## config.mk

```make
export PLATFORM = sky130hd
export DESIGN_NAME = dac_dbuf_ctrl
export DESIGN_NICKNAME = d
export VERILOG_FILES = /design/src/rtl/dac_dbuf_pkg.sv /design/src/rtl/dac_cmd_reg.sv /design/src/rtl/dac_in_stage.sv /design/src/rtl/dac_out_latch.sv /design/src/rtl/dac_dbuf_ctrl.sv
export SDC_FILE = /design/constraint.sdc
export NUM_CORES = 1
export LEC_CHECK = 0
export BUFFER_PORTS_ARGS = -buffer_cell sky130_fd_sc_hd__buf_2
export CORE_UTILIZATION = 40
export CTS_BUF_LIST = sky130_fd_sc_hd__clkbuf_4 sky130_fd_sc_hd__clkbuf_8 sky130_fd_sc_hd__clkbuf_16
export DETAILED_ROUTE_END_ITERATION = 6
export PLACE_DENSITY = 0.58
export SETUP_SLACK_MARGIN = 0.15
export SLEW_MARGIN = 20
export SYNTH_ARGS = -nofsm -noshare
export SYNTH_HDL_FRONTEND = slang
export SYNTH_SLANG_ARGS = --single-unit
```

## constraint.sdc

```tcl
create_clock -name clk -period 2 [get_ports clk]
set_clock_uncertainty 0.1 [all_clocks]
set_input_delay 0.3 -clock clk [delete_from_list [all_inputs] [get_ports clk]]
set_output_delay 0.3 -clock clk [all_outputs]
set_load 0.02 [all_outputs]
```

## src/rtl/dac_dbuf_pkg.sv

```systemverilog
package dac_dbuf_pkg;
   typedef enum logic [1:0] {
      SEQ_IDLE = 2'd0,
      SEQ_CMD  = 2'd1,
      SEQ_LO   = 2'd2
   } seq_e;
endpackage

```

## src/rtl/dac_cmd_reg.sv

```systemverilog
// Holds the three meaningful control bits; cleared by broadcast clear.
module dac_cmd_reg #(
   parameter int CMD_W = 3
) (
   input  logic             clk,
   input  logic             rst_n,
   input  logic             cmd_vld,
   input  logic             clr,
   input  logic [CMD_W-1:0] cmd_bits,
   output logic [CMD_W-1:0] cmd_q
);
   always_ff @(posedge clk or negedge rst_n) begin
      if (!rst_n)       cmd_q <= '0;
      else if (clr)     cmd_q <= '0;
      else if (cmd_vld) cmd_q <= cmd_bits;
   end
endmodule

```

## src/rtl/dac_in_stage.sv

```systemverilog
// Stages data bytes; commits a code only once the high byte completes the word.
module dac_in_stage
   import dac_dbuf_pkg::*;
#(
   parameter int BYTE_W = 8,
   parameter int CODE_W = 10
) (
   input  logic              clk,
   input  logic              rst_n,
   input  logic              cmd_vld,
   input  logic              lo_vld,
   input  logic              hi_vld,
   input  logic              start_evt,
   input  logic              stop_evt,
   input  logic              clr,
   input  logic [BYTE_W-1:0] byte_in,
   output logic [CODE_W-1:0] in_code,
   output logic              word_done
);
   localparam int HI_W = CODE_W - BYTE_W;

   seq_e              seq_q;
   logic [BYTE_W-1:0] lo_q;
   logic [HI_W-1:0]   hi_bits;

   generate
      if (HI_W == BYTE_W) begin : g_full_hi
         assign hi_bits = byte_in;
      end else begin : g_part_hi
         assign hi_bits = byte_in[HI_W-1:0];
      end
   endgenerate

   always_ff @(posedge clk or negedge rst_n) begin
      if (!rst_n) begin
         seq_q     <= SEQ_IDLE;
         lo_q      <= '0;
         in_code   <= '0;
         word_done <= 1'b0;
      end else if (clr) begin
         seq_q     <= SEQ_IDLE;
         lo_q      <= '0;
         in_code   <= '0;
         word_done <= 1'b0;
      end else if (stop_evt) begin
         seq_q     <= SEQ_IDLE;
         word_done <= 1'b0;
      end else if (start_evt) begin
         seq_q     <= SEQ_IDLE;
      end else if (cmd_vld) begin
         seq_q     <= SEQ_CMD;
         word_done <= 1'b0;
      end else if (lo_vld && seq_q == SEQ_CMD) begin
         lo_q      <= byte_in;
         seq_q     <= SEQ_LO;
      end else if (hi_vld && seq_q == SEQ_LO) begin
         in_code   <= {hi_bits, lo_q};
         word_done <= 1'b1;
         seq_q     <= SEQ_IDLE;
      end
   end
endmodule

```

## src/rtl/dac_out_latch.sv

```systemverilog
// Output latches: code on STOP or broadcast, control flags on STOP only.
module dac_out_latch #(
   parameter int CODE_W = 10
) (
   input  logic              clk,
   input  logic              rst_n,
   input  logic              clr,
   input  logic              stop_evt,
   input  logic              bcast_upd,
   input  logic              word_done,
   input  logic              sync_mode,
   input  logic              sd_req,
   input  logic              bg_req,
   input  logic [CODE_W-1:0] in_code,
   output logic [CODE_W-1:0] dac_code,
   output logic              shdn,
   output logic              ref_int
);
   always_ff @(posedge clk or negedge rst_n) begin
      if (!rst_n) begin
         dac_code <= '0;
         shdn     <= 1'b0;
         ref_int  <= 1'b0;
      end else if (clr) begin
         dac_code <= '0;
         shdn     <= 1'b0;
         ref_int  <= 1'b0;
      end else if (stop_evt) begin
         shdn    <= sd_req;
         ref_int <= bg_req;
         if (word_done && !sync_mode) dac_code <= in_code;
      end else if (bcast_upd) begin
         dac_code <= in_code;
      end
   end
endmodule

```

## src/rtl/dac_dbuf_ctrl.sv

```systemverilog
module dac_dbuf_ctrl #(
   parameter int BYTE_W = 8,
   parameter int CODE_W = 10,
   parameter int SY_BIT = 0,
   parameter int SD_BIT = 1,
   parameter int BG_BIT = 2
) (
   input  logic              clk,
   input  logic              rst_n,
   input  logic [BYTE_W-1:0] byte_data,
   input  logic              cmd_vld,
   input  logic              lo_vld,
   input  logic              hi_vld,
   input  logic              start_evt,
   input  logic              stop_evt,
   input  logic              bcast_ack,
   input  logic              bcast_flag,
   output logic [CODE_W-1:0] dac_code,
   output logic              shdn,
   output logic              ref_int
);
   localparam int CMD_W = 3;
   localparam int I_SY  = 0;
   localparam int I_SD  = 1;
   localparam int I_BG  = 2;

   generate
      if (CODE_W <= BYTE_W || CODE_W > 2 * BYTE_W) begin : g_bad_width
         $error("dac_dbuf_ctrl: CODE_W must exceed BYTE_W and fit in two bytes");
      end
      if (SY_BIT >= BYTE_W || SD_BIT >= BYTE_W || BG_BIT >= BYTE_W ||
          SY_BIT == SD_BIT || SY_BIT == BG_BIT || SD_BIT == BG_BIT) begin : g_bad_bits
         $error("dac_dbuf_ctrl: control bit positions must be distinct and inside a byte");
      end
   endgenerate

   logic [CMD_W-1:0]  cmd_q;
   logic [CODE_W-1:0] in_code;
   logic              word_done;
   logic              sy_mode;
   logic              bc_clr;
   logic              bc_upd;

   assign bc_clr  = bcast_ack && !bcast_flag;
   assign sy_mode = cmd_q[I_SY];
   assign bc_upd  = bcast_ack && bcast_flag && sy_mode;

   dac_cmd_reg #(.CMD_W(CMD_W)) u_cmd (
      .clk      (clk),
      .rst_n    (rst_n),
      .cmd_vld  (cmd_vld),
      .clr      (bc_clr),
      .cmd_bits ({byte_data[BG_BIT], byte_data[SD_BIT], byte_data[SY_BIT]}),
      .cmd_q    (cmd_q)
   );

   dac_in_stage #(.BYTE_W(BYTE_W), .CODE_W(CODE_W)) u_stage (
      .clk       (clk),
      .rst_n     (rst_n),
      .cmd_vld   (cmd_vld),
      .lo_vld    (lo_vld),
      .hi_vld    (hi_vld),
      .start_evt (start_evt),
      .stop_evt  (stop_evt),
      .clr       (bc_clr),
      .byte_in   (byte_data),
      .in_code   (in_code),
      .word_done (word_done)
   );

   dac_out_latch #(.CODE_W(CODE_W)) u_out (
      .clk       (clk),
      .rst_n     (rst_n),
      .clr       (bc_clr),
      .stop_evt  (stop_evt),
      .bcast_upd (bc_upd),
      .word_done (word_done),
      .sync_mode (sy_mode),
      .sd_req    (cmd_q[I_SD]),
      .bg_req    (cmd_q[I_BG]),
      .in_code   (in_code),
      .dac_code  (dac_code),
      .shdn      (shdn),
      .ref_int   (ref_int)
   );
endmodule

```

==> metrics.txt <==
CTS HTree Levels=2; drt initial violations=55; Post-Syn Area per Cell=11.75 um2; EDFF count, synth=0; core area=3689 um2; FF-to-FF path depth=4; reg2reg setup slack=0.57 ns; Worst path slowest cell=dfrtp_1; layout cells sized above 1=0.2727; fin crit share=0.7173; Final Util=0.4986; Initial Utilization=0.4206; gate count after technology mapping=132; Fmax=697.0 MHz; DR pass1 iterations=4; CTS tree=yes; flops & latches, synth=36; cts bufs inserted=5; Seq pwr share=0.563; Critical Path Max Stage Delay=0.41 ns; switching pwr=0.3008 mW; post_cts resized=0; pwr/cell area=720.9 nW/um2; Clk pwr share=0.362; crit path launch type=flop; Buffers on Ports=28; Post-DRT Antenna Nets=0; peak supply drop=368.4 uV; Clock Pin Slew Worst Setup and Hold Paths=0.07 ns; IO Pins=29; FP Rows=22; CTS root buf=clkbuf_8; Crit Path Class=flop to flop; Max clock buf depth=2; worst-margin pin slew=0.7827 ns; register area share after synthesis=0.5806; area leader, netlist=dfrtp_1; Gate power share=0.075; Worst Setup End Kind=flop; most common cell in the netlist=dfrtp_1; Pint=1.025 mW; Die ar.=4132 um2; die height=64.28 um; Pins Over Slew Limit=0; Reg2Reg Launch Point=u_stage.seq_q[1]; Final Setup Violations=0; vias per inst=5.136; vias in the first global route=1080; hold-fix buffers at CTS=0; filler instances=367; Hold WS=0.003791 ns; Max Cap Viol=0; launch point of the worst path=u_stage.seq_q[1]; crit path time final=1.435 ns; synth warn=0; cell area after synthesis=1551 um2; Hold Vio Cnt, Final=0; GRT Total Usage=0.1722; prevailing post-synth register cell=dfrtp_1; hpwl dp=2133 um; LEAKAGE=0.8905 nW; GP Congestion=0.7510; vias post-DR=1094; # diodes=0; Sink Count=36; data required time of the worst path=2.09 ns; Die X=64.28 um; DRC viols=0; crit-path max FO=8; Routed WL per cell=14.29 um; Reg2Reg Capture Point=u_stage.lo_q[1]; syn_nets=149; clk_lat worst skew=0.28 ns; Synth top cells by count=dfrtp_1, nand2_1, mux2i_1; Cell variety after synth=22; Yosys top cell area share=0.5806; RSZ-0062 raised after global routing=false; setup bufs post-CTS=0; largest net degree at the start of global routing=37; Final #Nets=182; arrival time of the worst setup path=1.52 ns; GR Overflow Total=0; final WL=3044 um; global-route wire length before repair=5278 um; status=finished, final reports clean; Synth area leaders=dfrtp_1, mux2i_1, a32o_1, nand2_1, nor2_1; Area growth syn-to-layout=18.55%; Slew HR=0.4782; initial antenna violation count=0; Async SR Flop Fraction=1.000; Hold WC Path Type=input pin to asynchronous set/reset pin; sum of negative setup slack=0 ns; crit-path cells=nand3b_1 -> nor4_4 -> buf_4 -> mux2i_1; sw frac=0.2268
==> worst max-delay path, delay by kind of cell, from the launching register on <==
family | cells | cell delay (ns)
AND/OR/NAND/NOR | 2 | 0.37
flip-flops | 1 | 0.41
multiplexers | 1 | 0.23
buffers and inverters | 1 | 0.25
==> cell usage in the layout (no fill, tap or decap) <==
| cell | instances |
|---|---|
| buf_4 | 6 |
| o21ai_1 | 1 |
| nand3b_1 | 3 |
| a32o_1 | 10 |
| a2111oi_0 | 1 |
| nand2b_1 | 1 |
| o21ai_2 | 1 |
| buf_2 | 28 |
| nand2_1 | 26 |
| clkbuf_8 | 5 |
| o221a_2 | 1 |
| nand4b_1 | 1 |
| clkinv_2 | 1 |
| clkbuf_4 | 1 |
| o21ai_0 | 3 |
| nor4_4 | 1 |
| nor2_1 | 8 |
| and3_1 | 1 |
| inv_1 | 4 |
| dfrtp_1 | 36 |
| nor4_2 | 1 |
| mux2i_1 | 23 |
| nor2b_1 | 2 |
==> logic make-up after synthesis <==
logic type	after synthesis	share of synthesized area
buffers and inverters	12	0.03870
AO/OA/AOI/OAI	17	0.09597
flip-flops	36	0.5806
AND/OR/NAND/NOR	44	0.1363
multiplexers	23	0.1484
==> how the worst max path moves through the flow <==
stage                                     to  slack, ns  cells after the start
after floorplan              u_stage.lo_q[0]       0.57                      3
after global placement    u_stage.in_code[8]       0.61                      4
after detailed placement     u_stage.lo_q[1]       0.53                      4
after CTS                    u_stage.lo_q[1]       0.52                      4
after global routing         u_stage.lo_q[1]       0.47                      4
final                        u_stage.lo_q[1]       0.57                      4
==> state kept, by name (all words and copies together) (netlist names) <==
signal and cells:
u_stage.lo_q 8, u_cmd.cmd_q 3, u_stage.word_done 1, u_stage.seq_q 2
u_stage.in_code 10, u_out.shdn 1, u_out.ref_int 1, u_out.dac_code 10
==> power groups by stage <==
stage,combinational (mW),sequential [mW],clock (mW)
6_report,0.100,0.746,0.480
5_1_grt,0.115,0.748,0.533
2_1_floorplan,0.0484,0.764,0
4_1_cts,0.103,0.746,0.499
3_5_place_dp,0.103,0.760,0
3_3_place_gp,0.0994,0.760,0
==> layer usage <==
layer | up-vias | GRT usage | share of wire
met5 | - | 0 | 0
met4 | 0 | 0.05833 | 0.015
met3 | 7 | 0.04821 | 0.041
met2 | 24 | 0.2566 | 0.48
met1 | 538 | 0.2394 | 0.46
li1 | 525 | - | -
==> cell type report <==
cell class                 instances  area, um2  share of cell area
multi-input combinational         84      596.8              0.3245
clock inverter                     1      5.005            0.002721
tap                               48      60.06             0.03265
inverter                           4      15.01            0.008163
timing repair buffer              34      185.2              0.1007
clock buffer                       6      76.32             0.04150
sequential                        36      900.9              0.4898
==> per-stage QoR <==
step | area (um2) | setup WS (ns) | std cells | power (mW)
after CTS | 1839 | 0.5250 | 213 | 1.348
after floorplan | 1551 | 0.5661 | 132 | 0.8125
final | 1839 | 0.5653 | 213 | 1.326
after global routing | 1839 | 0.4741 | 213 | 1.395
after global placement | 1758 | 0.6139 | 206 | 0.8590
after detailed placement | 1758 | 0.5310 | 206 | 0.8627
No activity file was read; power rests on OpenSTA's default activity.
